**config.mk**
```make
export PLATFORM = sky130hd
export DESIGN_NAME = spi_flash_frontend
export DESIGN_NICKNAME = d
export VERILOG_FILES = /design/src/rtl/spi_flash_pkg.sv /design/src/rtl/spi_bit_shifter.sv /design/src/rtl/spi_cmd_decoder.sv /design/src/rtl/spi_req_hold.sv /design/src/rtl/spi_flash_frontend.sv
export SDC_FILE = /design/constraint.sdc
export NUM_CORES = 1
export LEC_CHECK = 0
export BUFFER_PORTS_ARGS = -buffer_cell sky130_fd_sc_hd__buf_2
export CELL_PAD_IN_SITES_DETAIL_PLACEMENT = 0
export CELL_PAD_IN_SITES_GLOBAL_PLACEMENT = 1
export CORE_MARGIN = 1
export CORE_UTILIZATION = 29
export CTS_BUF_LIST = sky130_fd_sc_hd__clkbuf_4 sky130_fd_sc_hd__clkbuf_8
export CTS_CLUSTER_DIAMETER = 50
export DETAILED_ROUTE_END_ITERATION = 10
export GPL_ROUTABILITY_DRIVEN = 0
export PLACE_DENSITY = 0.57
export SKIP_CTS_REPAIR_TIMING = 1
export SLEW_MARGIN = 30
export SYNTH_ARGS = -nofsm -noshare
export SYNTH_HDL_FRONTEND = slang
export SYNTH_SLANG_ARGS = --single-unit
```
**constraint.sdc**
```tcl
create_clock -name clk -period 2.3 [get_ports clk]
set_clock_uncertainty 0.2 [all_clocks]
set_input_delay 0.345 -clock clk [delete_from_list [all_inputs] [get_ports clk]]
set_output_delay 0.345 -clock clk [all_outputs]
set_load 0.1 [all_outputs]
```
**src/rtl/spi_flash_pkg.sv**
```systemverilog
`timescale 1ns/1ps
package spi_flash_pkg;

  localparam logic [7:0] OPC_READ   = 8'h03;
  localparam logic [7:0] OPC_FAST   = 8'h0B;
  localparam logic [7:0] OPC_ER4K   = 8'h20;
  localparam logic [7:0] OPC_ER32K  = 8'h52;
  localparam logic [7:0] OPC_ER64K  = 8'hD8;
  localparam logic [7:0] OPC_CHIP_A = 8'h60;
  localparam logic [7:0] OPC_CHIP_B = 8'hC7;
  localparam logic [7:0] OPC_PROG   = 8'h02;
  localparam logic [7:0] OPC_WRST   = 8'h01;
  localparam logic [7:0] OPC_RDST   = 8'h05;
  localparam logic [7:0] OPC_WEN    = 8'h06;
  localparam logic [7:0] OPC_WDIS   = 8'h04;
  localparam logic [7:0] OPC_ID_A   = 8'h90;
  localparam logic [7:0] OPC_ID_B   = 8'hAB;
  localparam logic [7:0] OPC_JID    = 8'h9F;

  typedef enum logic [2:0] {
    REQ_PROG  = 3'd0,
    REQ_ER4K  = 3'd1,
    REQ_ER32K = 3'd2,
    REQ_ER64K = 3'd3,
    REQ_CHIP  = 3'd4,
    REQ_WRST  = 3'd5
  } req_kind_e;

  typedef enum logic [2:0] {
    PH_OPCODE,
    PH_ADDR,
    PH_DUMMY,
    PH_DIN,
    PH_TAIL,
    PH_STREAM,
    PH_IGNORE
  } phase_e;

endpackage

```
**src/rtl/spi_bit_shifter.sv**
```systemverilog
`timescale 1ns/1ps
module spi_bit_shifter (
  input  logic       clk,
  input  logic       rst_n,
  input  logic       sck,
  input  logic       cs_n,
  input  logic       si,
  input  logic       stream_en,
  input  logic [7:0] tx_byte,
  output logic       byte_done,
  output logic [7:0] byte_in,
  output logic       at_boundary,
  output logic       cs_rise,
  output logic       tx_take,
  output logic       so_data,
  output logic       so_oe
);
  logic       sck_q, csn_q;
  logic [2:0] bitcnt;
  logic [6:0] shreg;
  logic [7:0] txreg;
  logic       sck_rise, sck_fall;

  always_ff @(posedge clk or negedge rst_n) begin
    if (!rst_n) begin
      sck_q <= 1'b0;
      csn_q <= 1'b1;
    end else begin
      sck_q <= sck;
      csn_q <= cs_n;
    end
  end

  assign sck_rise    = sck & ~sck_q;
  assign sck_fall    = ~sck & sck_q;
  assign cs_rise     = cs_n & ~csn_q;
  assign at_boundary = (bitcnt == 3'd0);
  assign byte_done   = sck_rise & ~cs_n & (bitcnt == 3'd7);
  assign byte_in     = {shreg, si};
  assign tx_take     = sck_fall & ~cs_n & at_boundary & stream_en;
  assign so_data     = txreg[7];

  // receive side: one bit per rising edge, wraps every eight
  always_ff @(posedge clk or negedge rst_n) begin
    if (!rst_n) begin
      bitcnt <= '0;
      shreg  <= '0;
    end else if (cs_n) begin
      bitcnt <= '0;
    end else if (sck_rise) begin
      shreg  <= {shreg[5:0], si};
      bitcnt <= bitcnt + 3'd1;
    end
  end

  // transmit side: new byte on the falling edge at a byte boundary
  always_ff @(posedge clk or negedge rst_n) begin
    if (!rst_n) begin
      txreg <= '0;
      so_oe <= 1'b0;
    end else if (cs_n) begin
      txreg <= '0;
      so_oe <= 1'b0;
    end else if (tx_take) begin
      txreg <= tx_byte;
      so_oe <= 1'b1;
    end else if (sck_fall) begin
      txreg <= {txreg[6:0], 1'b0};
    end
  end
endmodule

```
**src/rtl/spi_cmd_decoder.sv**
```systemverilog
`timescale 1ns/1ps
module spi_cmd_decoder
  import spi_flash_pkg::*;
#(
  parameter int         ADDR_BYTES = 3,
  parameter int         SECT_LSB   = 12,
  parameter int         BLKS_LSB   = 15,
  parameter int         BLKL_LSB   = 16,
  parameter logic [7:0] MFG_ID     = 8'h5E,
  parameter logic [7:0] DEV_ID     = 8'h91,
  parameter logic [7:0] JID_TYPE   = 8'h26,
  parameter logic [7:0] JID_CAP    = 8'h82,
  localparam int        ADDR_W     = ADDR_BYTES * 8
) (
  input  logic              clk,
  input  logic              rst_n,
  input  logic              cs_n,
  input  logic              byte_done,
  input  logic [7:0]        byte_in,
  input  logic              at_boundary,
  input  logic              cs_rise,
  input  logic              tx_take,
  input  logic              req_busy,
  input  logic              req_accept,
  input  logic [7:0]        mem_rdata,
  output logic              stream_en,
  output logic [7:0]        tx_byte,
  output logic [ADDR_W-1:0] mem_raddr,
  output logic              issue,
  output req_kind_e         iss_kind,
  output logic [ADDR_W-1:0] iss_addr,
  output logic [7:0]        iss_data,
  output logic              wel
);
  localparam int ACW = (ADDR_BYTES > 1) ? $clog2(ADDR_BYTES) : 1;

  phase_e            phase;
  logic [7:0]        opcode;
  logic [ADDR_W-1:0] addr;
  logic [ACW-1:0]    acnt;
  logic [7:0]        dat;
  logic              armed;
  logic [1:0]        idx;
  logic [5:0]        st_user;
  logic              modify_op;
  logic              frame_ok;

  assign stream_en = (phase == PH_STREAM);
  assign mem_raddr = addr;
  assign iss_data  = dat;
  assign frame_ok  = cs_rise & armed & at_boundary;
  assign issue     = frame_ok & modify_op & wel & ~req_busy;

  always_comb begin
    modify_op = 1'b1;
    iss_kind  = REQ_PROG;
    iss_addr  = addr;
    case (opcode)
      OPC_PROG: ;
      OPC_ER4K: begin
        iss_kind = REQ_ER4K;
        iss_addr = {addr[ADDR_W-1:SECT_LSB], {SECT_LSB{1'b0}}};
      end
      OPC_ER32K: begin
        iss_kind = REQ_ER32K;
        iss_addr = {addr[ADDR_W-1:BLKS_LSB], {BLKS_LSB{1'b0}}};
      end
      OPC_ER64K: begin
        iss_kind = REQ_ER64K;
        iss_addr = {addr[ADDR_W-1:BLKL_LSB], {BLKL_LSB{1'b0}}};
      end
      OPC_CHIP_A, OPC_CHIP_B: begin
        iss_kind = REQ_CHIP;
        iss_addr = '0;
      end
      OPC_WRST: begin
        iss_kind = REQ_WRST;
        iss_addr = '0;
      end
      default: modify_op = 1'b0;
    endcase
  end

  always_comb begin
    case (opcode)
      OPC_READ, OPC_FAST:   tx_byte = mem_rdata;
      OPC_RDST:             tx_byte = {st_user, wel, req_busy};
      OPC_ID_A, OPC_ID_B:   tx_byte = idx[0] ? DEV_ID : MFG_ID;
      OPC_JID: begin
        case (idx)
          2'd0:    tx_byte = MFG_ID;
          2'd1:    tx_byte = JID_TYPE;
          default: tx_byte = JID_CAP;
        endcase
      end
      default:              tx_byte = 8'h00;
    endcase
  end

  always_ff @(posedge clk or negedge rst_n) begin
    if (!rst_n) begin
      phase   <= PH_OPCODE;
      opcode  <= '0;
      addr    <= '0;
      acnt    <= '0;
      dat     <= '0;
      armed   <= 1'b0;
      idx     <= '0;
      wel     <= 1'b0;
      st_user <= '0;
    end else begin
      if (req_accept) wel <= 1'b0;
      if (cs_n) begin
        phase <= PH_OPCODE;
        armed <= 1'b0;
        acnt  <= '0;
        if (frame_ok) begin
          case (opcode)
            OPC_WEN:  wel <= 1'b1;
            OPC_WDIS: wel <= 1'b0;
            OPC_WRST: if (issue) st_user <= dat[7:2];
            default: ;
          endcase
        end
      end else if (byte_done) begin
        case (phase)
          PH_OPCODE: begin
            opcode <= byte_in;
            idx    <= '0;
            case (byte_in)
              OPC_READ, OPC_FAST, OPC_ER4K, OPC_ER32K, OPC_ER64K,
              OPC_PROG, OPC_ID_A, OPC_ID_B:
                phase <= PH_ADDR;
              OPC_CHIP_A, OPC_CHIP_B, OPC_WEN, OPC_WDIS: begin
                phase <= PH_TAIL;
                armed <= 1'b1;
              end
              OPC_WRST:          phase <= PH_DIN;
              OPC_RDST, OPC_JID: phase <= PH_STREAM;
              default:           phase <= PH_IGNORE;
            endcase
          end
          PH_ADDR: begin
            addr <= {addr[ADDR_W-9:0], byte_in};
            acnt <= acnt + 1'b1;
            if (acnt == ACW'(ADDR_BYTES - 1)) begin
              case (opcode)
                OPC_READ: phase <= PH_STREAM;
                OPC_FAST: phase <= PH_DUMMY;
                OPC_PROG: phase <= PH_DIN;
                OPC_ID_A, OPC_ID_B: begin
                  phase <= PH_STREAM;
                  idx   <= {1'b0, byte_in[0]};
                end
                default: begin
                  phase <= PH_TAIL;
                  armed <= 1'b1;
                end
              endcase
            end
          end
          PH_DUMMY: phase <= PH_STREAM;
          PH_DIN: begin
            dat   <= byte_in;
            armed <= 1'b1;
            phase <= PH_TAIL;
          end
          PH_TAIL: begin
            armed <= 1'b0;
            phase <= PH_IGNORE;
          end
          default: ;
        endcase
      end else if (tx_take) begin
        case (opcode)
          OPC_READ, OPC_FAST:  addr <= addr + 1'b1;
          OPC_ID_A, OPC_ID_B:  idx  <= idx ^ 2'd1;
          OPC_JID:             idx  <= (idx == 2'd2) ? 2'd0 : idx + 2'd1;
          default: ;
        endcase
      end
    end
  end
endmodule

```
**src/rtl/spi_req_hold.sv**
```systemverilog
`timescale 1ns/1ps
module spi_req_hold
  import spi_flash_pkg::*;
#(
  parameter int ADDR_W = 24
) (
  input  logic              clk,
  input  logic              rst_n,
  input  logic              issue,
  input  req_kind_e         iss_kind,
  input  logic [ADDR_W-1:0] iss_addr,
  input  logic [7:0]        iss_data,
  input  logic              ready,
  output logic              valid,
  output req_kind_e         kind_q,
  output logic [ADDR_W-1:0] addr_q,
  output logic [7:0]        data_q,
  output logic              accept
);
  assign accept = valid & ready;

  always_ff @(posedge clk or negedge rst_n) begin
    if (!rst_n) begin
      valid  <= 1'b0;
      kind_q <= REQ_PROG;
      addr_q <= '0;
      data_q <= '0;
    end else if (issue && !valid) begin
      valid  <= 1'b1;
      kind_q <= iss_kind;
      addr_q <= iss_addr;
      data_q <= iss_data;
    end else if (accept) begin
      valid  <= 1'b0;
    end
  end
endmodule

```
**src/rtl/spi_flash_frontend.sv**
```systemverilog
`timescale 1ns/1ps
module spi_flash_frontend
  import spi_flash_pkg::*;
#(
  parameter int         ADDR_BYTES = 3,
  parameter int         SECT_LSB   = 12,
  parameter int         BLKS_LSB   = 15,
  parameter int         BLKL_LSB   = 16,
  parameter logic [7:0] MFG_ID     = 8'h5E,
  parameter logic [7:0] DEV_ID     = 8'h91,
  parameter logic [7:0] JID_TYPE   = 8'h26,
  parameter logic [7:0] JID_CAP    = 8'h82,
  localparam int        ADDR_W     = ADDR_BYTES * 8
) (
  input  logic              clk,
  input  logic              rst_n,
  input  logic              sck,
  input  logic              cs_n,
  input  logic              si,
  output logic              so_data,
  output logic              so_oe,
  output logic              req_valid,
  input  logic              req_ready,
  output logic [2:0]        req_kind,
  output logic [ADDR_W-1:0] req_addr,
  output logic [7:0]        req_data,
  output logic [ADDR_W-1:0] mem_raddr,
  input  logic [7:0]        mem_rdata
);
  logic              byte_done, at_boundary, cs_rise, tx_take, stream_en;
  logic [7:0]        byte_in, tx_byte, iss_data;
  logic              issue, req_accept, wel;
  req_kind_e         iss_kind, kind_q;
  logic [ADDR_W-1:0] iss_addr;

  assign req_kind = kind_q;

  spi_bit_shifter u_shift (
    .clk(clk), .rst_n(rst_n), .sck(sck), .cs_n(cs_n), .si(si),
    .stream_en(stream_en), .tx_byte(tx_byte),
    .byte_done(byte_done), .byte_in(byte_in), .at_boundary(at_boundary),
    .cs_rise(cs_rise), .tx_take(tx_take), .so_data(so_data), .so_oe(so_oe)
  );

  spi_cmd_decoder #(
    .ADDR_BYTES(ADDR_BYTES), .SECT_LSB(SECT_LSB), .BLKS_LSB(BLKS_LSB),
    .BLKL_LSB(BLKL_LSB), .MFG_ID(MFG_ID), .DEV_ID(DEV_ID),
    .JID_TYPE(JID_TYPE), .JID_CAP(JID_CAP)
  ) u_dec (
    .clk(clk), .rst_n(rst_n), .cs_n(cs_n), .byte_done(byte_done),
    .byte_in(byte_in), .at_boundary(at_boundary), .cs_rise(cs_rise),
    .tx_take(tx_take), .req_busy(req_valid), .req_accept(req_accept),
    .mem_rdata(mem_rdata), .stream_en(stream_en), .tx_byte(tx_byte),
    .mem_raddr(mem_raddr), .issue(issue), .iss_kind(iss_kind),
    .iss_addr(iss_addr), .iss_data(iss_data), .wel(wel)
  );

  spi_req_hold #(.ADDR_W(ADDR_W)) u_req (
    .clk(clk), .rst_n(rst_n), .issue(issue), .iss_kind(iss_kind),
    .iss_addr(iss_addr), .iss_data(iss_data), .ready(req_ready),
    .valid(req_valid), .kind_q(kind_q), .addr_q(req_addr),
    .data_q(req_data), .accept(req_accept)
  );
endmodule

```
==> reports/metrics.cfg <==
[hold_path]
holdCritPathClass = input pin to register

[place]
hpwl_um = 13100
dpl.cell_count = 1003
io_buffers = 75

[worst_setup_path]
crit_path_start_kind = register
required_ps = 2390
crit_chain = or4_4, or4_4, a31o_4, buf_12, mux2_4
worst-path-max-fanout = 6
cp_common_cell = or4_4
critPathSlowestCell = or4_4
setup.worst_path.end_class = register
cp_top_family = simple AND/OR/NAND/NOR gates
crit_arrival_ps = 2540
critical_path.max_stage_delay_ps = 550
crit_type = register to register
crit_buf_inv = 1

[routing]
detail_route.iter0.violations = 333
viasPerCell = 5.17
vias = 5339
wirelength_um = 18200
drt-pass1-iter-count = 9
routedWlPerCell_um = 17.6
drc = 1
detail-route-antenna-nets = 0

[final_layout]
final_cells = 1033
drive_gt1_share_pct = 41.0
fin_nets = 777
antennaDiodeCount = 0
postLayoutCoreUtil_pct = 39.6
synthToLayoutAreaGrowth_pct = 33.8

[clocking]
clkLatencyLatePin_ps = 400
numCtsBuffers = 9
cts_num_sinks = 112
htree_levels = 3
clockBufferDepth = 2
cts.clk_slew.worst_paths_ps = 110
tritoncts = done
ctsRootBufferMaster = clkbuf_8

[sta]
slew_violations = 0
timing.hold.ws_ps = 18.9
maxSlewHeadroom_pct = 63.3
setup_slack_ps = -151
rsz0062_at_grt = true
timing.fmax_mhz = 408
tightest_slew_ps = 550
period_share_pct = 107
fin_crit_ps = 2450
setup_viol = 41
report.final.hold_viol_count = 0

[logic_synthesis]
ys_async_sr_fraction_pct = 100
synth_edf_count = 0
synth_ff_type = dfrtp_1
synth.avg_cell_area_sq_um = 9.83
yosys.area.top_type = dfrtp_1
yosys-top-cells-area = dfrtp_1 (46%), mux2_2 (6.4%), a21oi_1 (3.3%), o21ai_0 (3.3%), nand2_1 (3.3%)
yosys_register_bits = 112
synth_top_cells_by_count = dfrtp_1 (111), nand2_1 (53), a21oi_1 (40), o21ai_0 (40), clkbuf_1 (36)
synth_nets = 628
seq_area_frac_synth_pct = 46.8
syn-cell-area_sq_um = 5990
yosys_warnings = 0
synth_top_area_share_pct = 46.4
synthCells = 609
synth_most_common_cell = dfrtp_1
synth_cell_types = 73

[grt]
grt_usage_pct = 17.3
overflow = 0
grt_pass1_wl_um = 29500
grt_antenna_before_repair = 0
grt_pass1_vias = 5317
grt_start_max_net_pins = 39

[floorplanning]
core_region_area_sq_um = 20200
dieArea_sq_um = 21200
io_pins = 76
die_h_um = 146
start_util_pct = 29.6
die_x_um = 146
rows = 52

[flow_run]
max_cap_viol_count = 0

[pwr]
finalPower_w = 0.00399
p_leak_nw = 3.75
power.density_nw_per_um2 = 498
max-vdd-ir-drop_mv = 0.243

[outcome]
status = finished with violations
violations = design-rule violations, negative setup slack

-- report_power, final --
part           switching (W)  total (W)  internal, W  leakage, nW
clock               0.000723    0.00119     0.000465       0.0999
combinational       0.000356   0.000694     0.000338         2.19
sequential         0.0000846    0.00211      0.00202         1.46
total                0.00116    0.00399      0.00282         3.75
-- sequential cells by signal (all words and copies together), names as in the netlist, 2 cells and up --
register and flops:
u_dec.mem_raddr 24, u_req.addr_q 24, u_dec.iss_data 8, u_dec.opcode 8, u_req.data_q 8, u_shift.txreg 8, u_shift.shreg 7, u_dec.st_user 6
u_dec.phase 3, u_req.kind_q 3, u_shift.bitcnt 3, u_dec.acnt 2, u_dec.idx 2
-- worst paths after layout --
kind,startpoint,slack [ps],cells past startpoint,end
max reg2reg,u_dec.opcode[1]$_DFFE_PN0P_,-150,5,u_req.data_q[5]$_DFFE_PN0P_
min in group asynchronous,rst_n,270,2,u_dec.mem_raddr[15]$_DFFE_PN0P_
min reg2reg,u_req.kind_q[0]$_DFFE_PN0P_,300,1,u_req.kind_q[0]$_DFFE_PN0P_
min,cs_n,20,2,u_dec.acnt[1]$_DFFE_PN0P_
max,u_dec.opcode[1]$_DFFE_PN0P_,-150,5,u_req.data_q[5]$_DFFE_PN0P_
max in group asynchronous,rst_n,920,3,u_dec.mem_raddr[4]$_DFFE_PN0P_
-- cell usage in the layout (no fill, tap or decap), drive strengths merged, types with 6 or more instances in the layout --
cell type	count
o21ai	41
nor3	14
nor2	29
a22o	17
clkbuf	12
nor2b	6
nand4	12
or2	6
nand2b	6
a21oi	40
nand3	20
a22oi	8
nor4	9
mux2i	10
nand2	53
inv	23
and3	12
buf	180
and4	7
dfrtp	111
mux2	40
-- through the flow --
stage / setup slack, ps / instance area [sq um] / setup TNS, ps
after floorplan: -82.0 / 6040 / -1030
after global placement: -153 / 7360 / -5630
after detailed placement: -186 / 7360 / -7670
after CTS: -196 / 7550 / -8860
after global routing: -171 / 8010 / -5730
final: -151 / 8010 / -3820
-- routing by layer --
layer | vias up | global-route usage (%) | wire length, um
met4 | 0 | 4.58 | 193
met2 | 89 | 26.5 | 8400
li1 | 2553 | - | -
met5 | - | 0 | 0
met1 | 2687 | 25.3 | 9110
met3 | 10 | 2.66 | 493
-- layout make-up --
type / count / area, sq um
flip-flops and latches: 112 / 2840
clock buffers: 12 / 153
clock inverters: 4 / 37.5
fillers: 2032 / 12200
inverters: 21 / 78.8
repair buffers: 184 / 1350
well taps: 270 / 338
multi-input cells: 430 / 3220
-- cell families after synthesis --
kind of cell	synth area share (%)
DFF	46.8
AOI/OAI and AO/OA	18.4
adders and majority gates	1.05
xor gates and xnor gates	0.732
muxes	9.57
buffers and inverters	4.87
and+or+nand+nor	18.5
(Power assumes the default switching activity.)
